**config.mk**
```make
export PLATFORM = sky130hd
export DESIGN_NAME = brn_resolve
export DESIGN_NICKNAME = d
export VERILOG_FILES = /design/src/rtl/brn_pkg.sv /design/src/rtl/brn_cond.sv /design/src/rtl/brn_target.sv /design/src/rtl/brn_resolve.sv
export SDC_FILE = /design/constraint.sdc
export NUM_CORES = 1
export LEC_CHECK = 0
export CORE_MARGIN = 2
export CORE_UTILIZATION = 54
export CTS_CLUSTER_SIZE = 30
export DETAILED_ROUTE_END_ITERATION = 8
export DONT_BUFFER_PORTS = 1
export PLACE_DENSITY = 0.79
export RECOVER_POWER = 100
export SLEW_MARGIN = 20
export SYNTH_ARGS = -nofsm -noshare
export SYNTH_HDL_FRONTEND = slang
export SYNTH_SLANG_ARGS = --single-unit
```
**constraint.sdc**
```tcl
create_clock -name clk_i -period 0.8 [get_ports clk_i]
set_clock_uncertainty 0.05 [all_clocks]
set_input_delay 0.16 -clock clk_i [delete_from_list [all_inputs] [get_ports clk_i]]
set_output_delay 0.16 -clock clk_i [all_outputs]
set_load 0.02 [all_outputs]
```
**src/rtl/brn_pkg.sv**
```systemverilog
package brn_pkg;
  localparam int unsigned OPC_W = 6;

  localparam logic [OPC_W-1:0] OPC_BEQ = 6'b100000;
  localparam logic [OPC_W-1:0] OPC_BNE = 6'b100001;
  localparam logic [OPC_W-1:0] OPC_BLT = 6'b100010;
  localparam logic [OPC_W-1:0] OPC_BGT = 6'b100011;
  localparam logic [OPC_W-1:0] OPC_JMP = 6'b100100;

  typedef enum logic [2:0] {
    K_NONE, K_EQ, K_NE, K_LT, K_GT, K_JMP
  } ctrl_kind_e;

  function automatic ctrl_kind_e decode_kind(input logic [OPC_W-1:0] opc);
    case (opc)
      OPC_BEQ: decode_kind = K_EQ;
      OPC_BNE: decode_kind = K_NE;
      OPC_BLT: decode_kind = K_LT;
      OPC_BGT: decode_kind = K_GT;
      OPC_JMP: decode_kind = K_JMP;
      default: decode_kind = K_NONE;
    endcase
  endfunction
endpackage

```
**src/rtl/brn_cond.sv**
```systemverilog
module brn_cond
  import brn_pkg::*;
#(
  parameter int unsigned XLEN = 32
) (
  input  ctrl_kind_e      kind_i,
  input  logic [XLEN-1:0] a_i,
  input  logic [XLEN-1:0] b_i,
  output logic            taken_o
);
  logic eq, lt, gt;

  always_comb begin
    eq = (a_i == b_i);
    lt = ($signed(a_i) < $signed(b_i));
    gt = ($signed(a_i) > $signed(b_i));
    case (kind_i)
      K_EQ:    taken_o = eq;
      K_NE:    taken_o = !eq;
      K_LT:    taken_o = lt;
      K_GT:    taken_o = gt;
      K_JMP:   taken_o = 1'b1;
      default: taken_o = 1'b0;
    endcase
  end
endmodule

```
**src/rtl/brn_target.sv**
```systemverilog
module brn_target #(
  parameter int unsigned XLEN   = 32,
  parameter int unsigned IMM_W  = 16,
  parameter int unsigned ADDR_W = 26
) (
  input  logic [XLEN-1:0]   pc_i,
  input  logic [ADDR_W-1:0] field_i,
  output logic [XLEN-1:0]   seq_pc_o,
  output logic [XLEN-1:0]   br_tgt_o,
  output logic [XLEN-1:0]   jmp_tgt_o
);
  localparam int unsigned SEXT_W = XLEN - IMM_W - 2;
  localparam int unsigned ZEXT_W = XLEN - ADDR_W - 2;

  logic [XLEN-1:0] br_off;

  assign br_off    = {{SEXT_W{field_i[IMM_W-1]}}, field_i[IMM_W-1:0], 2'b00};
  assign seq_pc_o  = pc_i + XLEN'(4);
  assign br_tgt_o  = seq_pc_o + br_off;
  assign jmp_tgt_o = {{ZEXT_W{1'b0}}, field_i, 2'b00};
endmodule

```
**src/rtl/brn_resolve.sv**
```systemverilog
module brn_resolve
  import brn_pkg::*;
#(
  parameter int unsigned XLEN   = 32,
  parameter int unsigned IMM_W  = 16,
  parameter int unsigned ADDR_W = 26
) (
  input  logic              clk_i,
  input  logic              rst_ni,
  input  logic              valid_i,
  input  logic [XLEN-1:0]   pc_i,
  input  logic [OPC_W-1:0]  opcode_i,
  input  logic [ADDR_W-1:0] imm_i,
  input  logic [XLEN-1:0]   rd_val_i,
  input  logic [XLEN-1:0]   rs_val_i,
  input  logic              pred_taken_i,
  input  logic [XLEN-1:0]   pred_target_i,
  output logic              res_valid_o,
  output logic              taken_o,
  output logic [XLEN-1:0]   next_pc_o,
  output logic              mispredict_o
);
  ctrl_kind_e      kind;
  logic            is_ctrl, act_taken, mis_d;
  logic [XLEN-1:0] seq_pc, br_tgt, jmp_tgt, npc_d;

  assign kind    = decode_kind(opcode_i);
  assign is_ctrl = valid_i && (kind != K_NONE);

  brn_cond #(.XLEN(XLEN)) u_cond (
    .kind_i (kind),
    .a_i    (rd_val_i),
    .b_i    (rs_val_i),
    .taken_o(act_taken)
  );

  brn_target #(.XLEN(XLEN), .IMM_W(IMM_W), .ADDR_W(ADDR_W)) u_tgt (
    .pc_i     (pc_i),
    .field_i  (imm_i),
    .seq_pc_o (seq_pc),
    .br_tgt_o (br_tgt),
    .jmp_tgt_o(jmp_tgt)
  );

  always_comb begin
    if (!act_taken)        npc_d = seq_pc;
    else if (kind == K_JMP) npc_d = jmp_tgt;
    else                   npc_d = br_tgt;
    // wrong direction, or right direction but wrong destination
    mis_d = (act_taken != pred_taken_i) ||
            (act_taken && pred_taken_i && (pred_target_i != npc_d));
  end

  always_ff @(posedge clk_i or negedge rst_ni) begin
    if (!rst_ni) begin
      res_valid_o  <= 1'b0;
      taken_o      <= 1'b0;
      next_pc_o    <= '0;
      mispredict_o <= 1'b0;
    end else if (is_ctrl) begin
      res_valid_o  <= 1'b1;
      taken_o      <= act_taken;
      next_pc_o    <= npc_d;
      mispredict_o <= mis_d;
    end else begin
      res_valid_o  <= 1'b0;
      taken_o      <= 1'b0;
      next_pc_o    <= '0;
      mispredict_o <= 1'b0;
    end
  end

  a_r6_jump_taken: assert property (@(posedge clk_i) disable iff (!rst_ni)
    (valid_i && opcode_i == OPC_JMP) |=> (res_valid_o && taken_o));

  a_r1_no_result: assert property (@(posedge clk_i) disable iff (!rst_ni)
    (valid_i && opcode_i[5:3] != 3'b100) |=> !res_valid_o);

  a_r9_idle: assert property (@(posedge clk_i) disable iff (!rst_ni)
    !valid_i |=> (!res_valid_o && !taken_o && !mispredict_o));

  a_r5_fallthrough: assert property (@(posedge clk_i) disable iff (!rst_ni)
    (res_valid_o && !taken_o) |-> (next_pc_o == $past(pc_i) + XLEN'(4)));

  a_r7_dir_miss: assert property (@(posedge clk_i) disable iff (!rst_ni)
    res_valid_o |-> (mispredict_o || (taken_o == $past(pred_taken_i))));

  a_r8_flag_qual: assert property (@(posedge clk_i) disable iff (!rst_ni)
    mispredict_o |-> res_valid_o);
endmodule

```
==> results of run 1 <==
[cell families after synthesis]
kind of cell / count (synthesis) / synth area share
multiplexers: 14 / 0.0276
XOR/XNOR: 68 / 0.107
adder cells (fa/ha/maj): 64 / 0.145
AND/OR/NAND/NOR: 280 / 0.255
flip-flops: 35 / 0.157
buffers and inverters: 84 / 0.0588
AO/OA/AOI/OAI: 205 / 0.250
[stage by stage]
| step | setup WS (ns) | utilization | TNS, ns |
|---|---|---|---|
| 3_5_place_dp | -3.57 | 0.740 | -79.43 |
| 3_3_place_gp | -3.57 | 0.740 | -76.22 |
| 4_1_cts | -2.93 | 0.883 | -67.87 |
| 2_1_floorplan | -3.17 | - | -67.33 |
[what timing repair did]
action | CTS
resized for setup | 199
endpoints found under the setup margin | 70
gates cloned | 2
pin swaps | 78
hold buffers | 4
hold endpoints to repair | 40
buffers inserted | 41
[per-layer routing]
metal / global-route usage / overflow
met2: 1.03 / 126
met5: 0.186 / 0
met4: 0.945 / 68
met3: 0.702 / 2
met1: 0.836 / 0
==> reports/results.ini, run 1 <==
[floorplanning]
fp-row-count=37
initial_core_util=0.548
io-pin-count=199
fp.dieW_um=106
die_h_um=106

[synthesis]
yosysMostFrequentCell=nor2_1
syn_nets=978
ys_types=75
synthesis.area_mm2=0.00558
ys_seq_elements=35
synth_top_area_cell=dfrtp_1
ys_seq_area_frac=0.157
yosysWarnings=0
synth_commonest_cells=nor2_1 (76), ha_1 (63), inv_1 (62)
synth_edf_count=0
synthTopCellsByArea=dfrtp_1 (16%), ha_1 (14%), xnor2_1 (5.7%)
syn_avg_cell_area_um2=7.44
synth_top_area_frac=0.157
ys.flop_type=dfrtp_1
synthCells=750
async_flop_share=1.00

[outcome]
stop_error=[ERROR GRT-0232] Routing congestion too high. Check the congestion heatmap in the GUI.
status=stopped before the end
haltStage=global routing (5_1_grt)

[clocking]
cts.path.max_buffers=2
cts_sinks=35
cts-root-buf=clkbuf_8
htree_num_levels=2
cts_buffers=5

[placed_design]
hpwl_um=18800
dp.cells=1053
place.gp.congestion=0.936
port_buffers=0
place_area_mm2=0.00754

[timing]
worstEpCategory=register input
worst_endpoint=mispredict_o$_DFF_PN0_/D

[grt]
grt_max_degree=36
grt_overflow=196
grtUsageTotal=0.861

==> run 2, diff against run 1 <==
--- a/config.mk
+++ b/config.mk
@@ -6,11 +6,10 @@
 export NUM_CORES = 1
 export LEC_CHECK = 0
 export CORE_MARGIN = 2
-export CORE_UTILIZATION = 54
-export CTS_CLUSTER_SIZE = 30
+export CORE_UTILIZATION = 39
 export DETAILED_ROUTE_END_ITERATION = 8
 export DONT_BUFFER_PORTS = 1
-export PLACE_DENSITY = 0.79
+export PLACE_DENSITY_LB_ADDON = 0.15
 export RECOVER_POWER = 100
 export SLEW_MARGIN = 20
 export SYNTH_ARGS = -nofsm -noshare
==> constraint.sdc (replaced) <==
create_clock -name clk_i -period 1.05 [get_ports clk_i]
set_clock_uncertainty 0.05 [all_clocks]
set_input_delay 0.21 -clock clk_i [delete_from_list [all_inputs] [get_ports clk_i]]
set_output_delay 0.21 -clock clk_i [all_outputs]
set_load 0.02 [all_outputs]
==> run 2 against run 1 <==
- the flow now finishes, with violations (negative hold slack, negative setup slack)
- synthesized area unchanged
- synthesized cell count unchanged
==> reports/results.ini, run 2 <==
[floorplanning]
core_area_mm2=0.0139
fp.dieW_um=124  ; +17%
initial_core_util=0.400  ; -0.147
fp-row-count=43  ; +16%
die_h_um=124  ; +17%
die_area_mm2=0.0153
io-pin-count=199  ; unchanged

[cells_and_area]
max_flop_register=next_pc_o
final_common_cell=buf_4
nFillCells=1105
multi_input_area_mm2=0.00582
drive_gt1_frac=0.482
final_util=0.677
largest_reg_flops=32
fin_nets=1214
layout_common_cells=buf_4 (217), nor2_1 (55), nand2_1 (51)
n_antenna_cell=0
seq_area_um2=876
area_delta_synth_final_pct=69.2
finalInstanceArea_mm2=0.00944
fin_cells=1167

[setup_path]
end_kind=flip-flop
critPathArrivalTime_ns=4.10
start_kind=primary input
worstSetupPathType=in -> reg
crit_path_max_fanout=5
critPathRequiredTime_ns=1.15

[synthesis]
synthTopCellsByArea=dfrtp_1 (16%), ha_1 (14%), xnor2_1 (5.7%)
yosysMostFrequentCell=nor2_1
ys_seq_elements=35  ; unchanged
ys_types=75  ; unchanged
yosysWarnings=0  ; unchanged
ys_seq_area_frac=0.157  ; unchanged
synthesis.area_mm2=0.00558  ; unchanged
synth_top_area_cell=dfrtp_1
synth_edf_count=0  ; unchanged
syn_avg_cell_area_um2=7.44  ; unchanged
synthCells=750  ; unchanged
syn_nets=978  ; unchanged
synth_commonest_cells=nor2_1 (76), ha_1 (63), inv_1 (62)
async_flop_share=1.00  ; unchanged
synth_top_area_frac=0.157  ; unchanged
ys.flop_type=dfrtp_1

[timing]
tightest_slew_ns=0.410
rsz0062_at_grt=yes
worst_slack_ns=-2.94
layout_min_cycle_time_ns=3.99
worst_hold_slack_ns=-0.436
slew_viol_final=0
setup-violations-final=35
max_freq_ghz=0.251
hold_violations=35
slew-limit-headroom=0.725
finalCritPeriodShare=3.80

[grt]
grtUsageTotal=0.308
antenna_found_initial=0
grt_pass1_wl_um=35900
first_global_vias=6643
grt_overflow=0
grt_max_degree=36

[outcome]
status=finished with violations
violations=negative hold slack, negative setup slack

[detailed_routing]
via_count=6852
drt.antenna.violating_nets=0
dr.first_iter.drc_count=382
routed_wirelength_um=25100
drt-vias-per-instance=5.87
drc_errors=0
drt-pass1-iter-count=5
wl_per_cell_um=21.5

[placed_design]
hpwl_um=19700  ; +4.8%
port_buffers=0  ; unchanged
place_area_mm2=0.00767  ; +1.8%
dp.cells=1106  ; +5.0%
place.gp.congestion=1.01  ; +7.5%

[flow_run]
max-cap-violations=0

[clocking]
cts.path.max_buffers=2  ; unchanged
cts_sinks=35  ; unchanged
cts_buffers=5  ; unchanged
cts_tree=yes
htree_num_levels=2  ; unchanged
path_clk_slew_ns=0.06
cts-root-buf=clkbuf_16

[min_path]
hp-class=in -> async

[power]
peakVddDrop_uv=925
p_total_mw=7.08
p_leak_nw=4.14
powerDensity_mw_per_mm2=750

-- run 2: repair_timing --
action                                 CTS  global route
pin swaps                               18            61
cloned                                   1             0
setup buffers                           16            46
endpoints found under the hold margin   35            35
gates resized for setup                102           131
setup endpoints to repair               35            35
-- run 2: where the power goes --
| group | total (mW) | internal, mW | switching [mW] |
|---|---|---|---|
| clock | 1.72 | 1.12 | 0.598 |
| combinational | 3.96 | 2.03 | 1.93 |
| sequential | 1.40 | 1.37 | 0.0337 |
-- run 2: cell families after synthesis --
| family | count (synthesis) | share of synthesized area |
|---|---|---|
| muxes | 14 | 0.0276 |
| xor gates and xnor gates | 68 | 0.107 |
| adders and majority gates | 64 | 0.145 |
| buffers and inverters | 84 | 0.0588 |
| AOI/OAI and AO/OA | 205 | 0.250 |
| and+or+nand+nor | 280 | 0.255 |
| DFF | 35 | 0.157 |
-- run 2: metal layers --
metal	share of wire	routed length, um	global-route usage
met2	0.49	12200	0.519
met5	0	0	0
met3	0.077	1930	0.0632
met1	0.41	10300	0.396
met4	0.028	701	0.0945
-- run 2: worst paths after layout --
| check | start | end | cells after the start |
|---|---|---|---|
| setup / recovery | pc_i[2] | mispredict_o | 19 |
| hold / removal | rst_ni | next_pc_o[22] | 0 |
| max in group asynchronous | rst_ni | next_pc_o[26] | 0 |
| min in group clk_i | valid_i | taken_o | 1 |
-- run 2: critical path: stages --
cell and delay, ns:
ha_4 0.13, nand4_1 0.22, buf_4 0.23, nor3_4 0.30, nand3_2 0.15, xnor2_2 0.29
ha_4 0.26, o21ai_2 0.06, a21oi_2 0.08, a221o_1 0.43, o2111ai_4 0.31, buf_6 0.15
nand2_1 0.05, o22ai_2 0.14, xnor2_1 0.12, a2111oi_2 0.44, nand4_1 0.14, nor4_1 0.27
a21oi_1 0.10
-- run 2: stage by stage --
stage,hold WS [ns],worst slack (ns),TNS [ns]
3_3_place_gp,-0.135,-3.15,-73.58
4_1_cts,-0.440,-2.84,-59.21
3_5_place_dp,-0.135,-3.22,-74.68
6_report,-0.436,-2.94,-62.89
2_1_floorplan,-0.136,-2.97,-60.33
5_1_grt,-0.441,-3.16,-66.86
-- run 2: cell type report --
cell class | count | share of cell area
clock inverters | 3 | 0.00464
multi-input cells | 631 | 0.617
clock buffers | 5 | 0.0133
well taps | 180 | 0.0239
flip-flops and latches | 35 | 0.0928
inverters | 63 | 0.0317
repair buffers | 250 | 0.217
Power figures use the tool's default switching activity.
==> run 3, diff against run 2 <==
--- a/config.mk
+++ b/config.mk
@@ -9,7 +9,7 @@
 export CORE_UTILIZATION = 39
 export DETAILED_ROUTE_END_ITERATION = 8
 export DONT_BUFFER_PORTS = 1
-export PLACE_DENSITY_LB_ADDON = 0.15
+export PLACE_DENSITY = 0.5
 export RECOVER_POWER = 100
 export SLEW_MARGIN = 20
 export SYNTH_ARGS = -nofsm -noshare
==> run 3 against run 2 <==
- the run still ends with negative hold slack, negative setup slack left
- sequential power about the same
- wire length fell by 5.3%
- die area is the same
- maximum frequency up 4.8%
- worst hold slack worse by 0.0092 ns
- global-route usage is 0.65 points lower
- core utilization rose by 0.27 points
- sequential share of layout area hardly changed
- critical endpoint unchanged
==> reports/results.ini, run 3 (synthesis results as in run 2) <==
[outcome]
status=finished with violations
violations=negative hold slack, negative setup slack

[flow_run]
max-cap-violations=0  ; unchanged

[cells_and_area]
nFillCells=1100  ; -0.45%
layout_common_cells=buf_4 (194), nor2_1 (56), nand2_1 (53)
drive_gt1_frac=0.488  ; +0.00598
seq_area_um2=878  ; +0.29%
fin_nets=1206  ; -0.66%
max_flop_register=next_pc_o
area_delta_synth_final_pct=69.9
finalInstanceArea_mm2=0.00948  ; +0.40%
final_common_cell=buf_4
multi_input_area_mm2=0.00584  ; +0.30%
n_antenna_cell=0  ; unchanged
largest_reg_flops=32  ; unchanged

[timing]
worst_slack_ns=-2.76  ; +0.184 ns
max_freq_ghz=0.263  ; +4.8%
slew-limit-headroom=0.665  ; -0.0592
setup-violations-final=34  ; -2.9%
tightest_slew_ns=0.498  ; +0.0881 ns
rsz0062_at_grt=yes
finalCritPeriodShare=3.63  ; -0.175
worst_hold_slack_ns=-0.446  ; -0.00917 ns
slew_viol_final=0  ; unchanged
layout_min_cycle_time_ns=3.81  ; -0.184 ns
hold_violations=35  ; unchanged

[clocking]
cts.path.max_buffers=2  ; unchanged
htree_num_levels=2  ; unchanged
cts_tree=yes
cts-root-buf=clkbuf_16
cts_buffers=5  ; unchanged
cts_sinks=35  ; unchanged
path_clk_slew_ns=0.07  ; about the same

[grt]
first_global_vias=6653  ; +0.15%
grt_max_degree=36  ; unchanged
grt_overflow=0  ; unchanged
antenna_found_initial=0  ; unchanged
grtUsageTotal=0.302  ; -0.00647
grt_pass1_wl_um=35300  ; -1.5%

[setup_path]
crit_path_cell_trace=nand4_1 -> or4_1 -> buf_6 -> or2_4 -> xnor2_2 -> ha_1 -> or3_1 -> nor2_1 -> buf_4 -> a21oi_1 -> o31a_1 -> o21ai_2 -> xor2_2 -> a311o_1 -> nand4_1 -> nor4_2 -> a21oi_1
start_kind=primary input
critPathRequiredTime_ns=1.17  ; +0.02 ns
slowest_stage=or4_1
crit_path_max_fanout=5  ; unchanged
critPathArrivalTime_ns=3.93  ; -0.17 ns
worstSetupPathType=in -> reg
critical-path-max-stage-delay_ns=0.56  ; +0.12 ns
crit_start=pc_i[10]
end_kind=flip-flop

[detailed_routing]
via_count=6694  ; -2.3%
drc_errors=0  ; unchanged
routed_wirelength_um=23800  ; -5.3%
wl_per_cell_um=20.5  ; -4.6%
drt.antenna.violating_nets=0  ; unchanged
dr.first_iter.drc_count=416  ; +8.9%
drt-vias-per-instance=5.78  ; -1.6%
drt-pass1-iter-count=5  ; unchanged

[min_path]
hp-class=in -> async

[floorplanning]
fp.dieW_um=124  ; unchanged
io-pin-count=199  ; unchanged
die_h_um=124  ; unchanged
die_area_mm2=0.0153  ; unchanged
fp-row-count=43  ; unchanged
core_area_mm2=0.0139  ; unchanged
initial_core_util=0.400  ; unchanged

[placed_design]
place.gp.congestion=0.958  ; -4.7%
port_buffers=0  ; unchanged
hpwl_um=19000  ; -3.5%
dp_worst_setup_slack_ns=-3.17  ; +0.0571 ns
place_area_mm2=0.00765  ; -0.29%

[power]
powerDensity_mw_per_mm2=724  ; -3.4%
p_leak_nw=4.10  ; -0.89%
p_total_mw=6.86  ; -3.0%
peakVddDrop_uv=550  ; -41%

[run 3: final cells by class]
| class | instances | area share |
|---|---|---|
| multi-input cells | 631 | 0.616 |
| flip-flops and latches | 35 | 0.0927 |
| clock inverters | 2 | 0.00172 |
| clock buffers | 6 | 0.0147 |
| repair buffers | 242 | 0.219 |
| inverters | 63 | 0.0326 |
| well taps | 180 | 0.0238 |
[run 3: layer usage]
metal  up-vias  routed length [um]  global-route usage
li1       3200                   -                   -
met2       262               11300               0.509
met5         -                   0                   0
met3        25                2110              0.0678
met4         0                 342              0.0561
met1      3207               10000               0.398
[run 3: timing repair]
| item | in CTS | in global routing |
|---|---|---|
| hold endpoints to repair | 35 | 35 |
| setup buffers | 27 | 30 |
| cloned | 1 | 0 |
| endpoints found under the setup margin | 35 | 37 |
| resized for setup | 136 | 131 |
| pin swaps | 57 | 72 |
[run 3: stage by stage]
step           setup TNS (ns)  utilization  cells
2_1_floorplan          -60.33            -    750
3_3_place_gp           -70.73        0.549   1103
3_5_place_dp           -72.62        0.549   1103
4_1_cts                -58.59        0.624   1136
5_1_grt                -63.96        0.680   1159
6_report               -60.28        0.680   1159
[run 3: final timing paths]
kind,end,depth (start not counted)
max in group asynchronous,next_pc_o[18],0
worst min-delay path,next_pc_o[2],0
min in group clk_i,taken_o,1
worst max-delay path,mispredict_o,17
[run 3: worst max-delay path, delay by kind of cell]
kind                       cells  cell delay [ns]
and+or+nand+nor                7             2.00
adders and majority gates      1             0.21
xor gates and xnor gates       2             0.36
buffers and inverters          2             0.32
AOI/OAI and AO/OA              5             0.83
[run 3: report_power, final]
part           switching [mW]  leakage (nW)  internal, mW
logic                    1.88          3.54          2.01
registers              0.0345         0.483          1.37
clock network           0.629        0.0731         0.949
total                    2.54          4.10          4.32
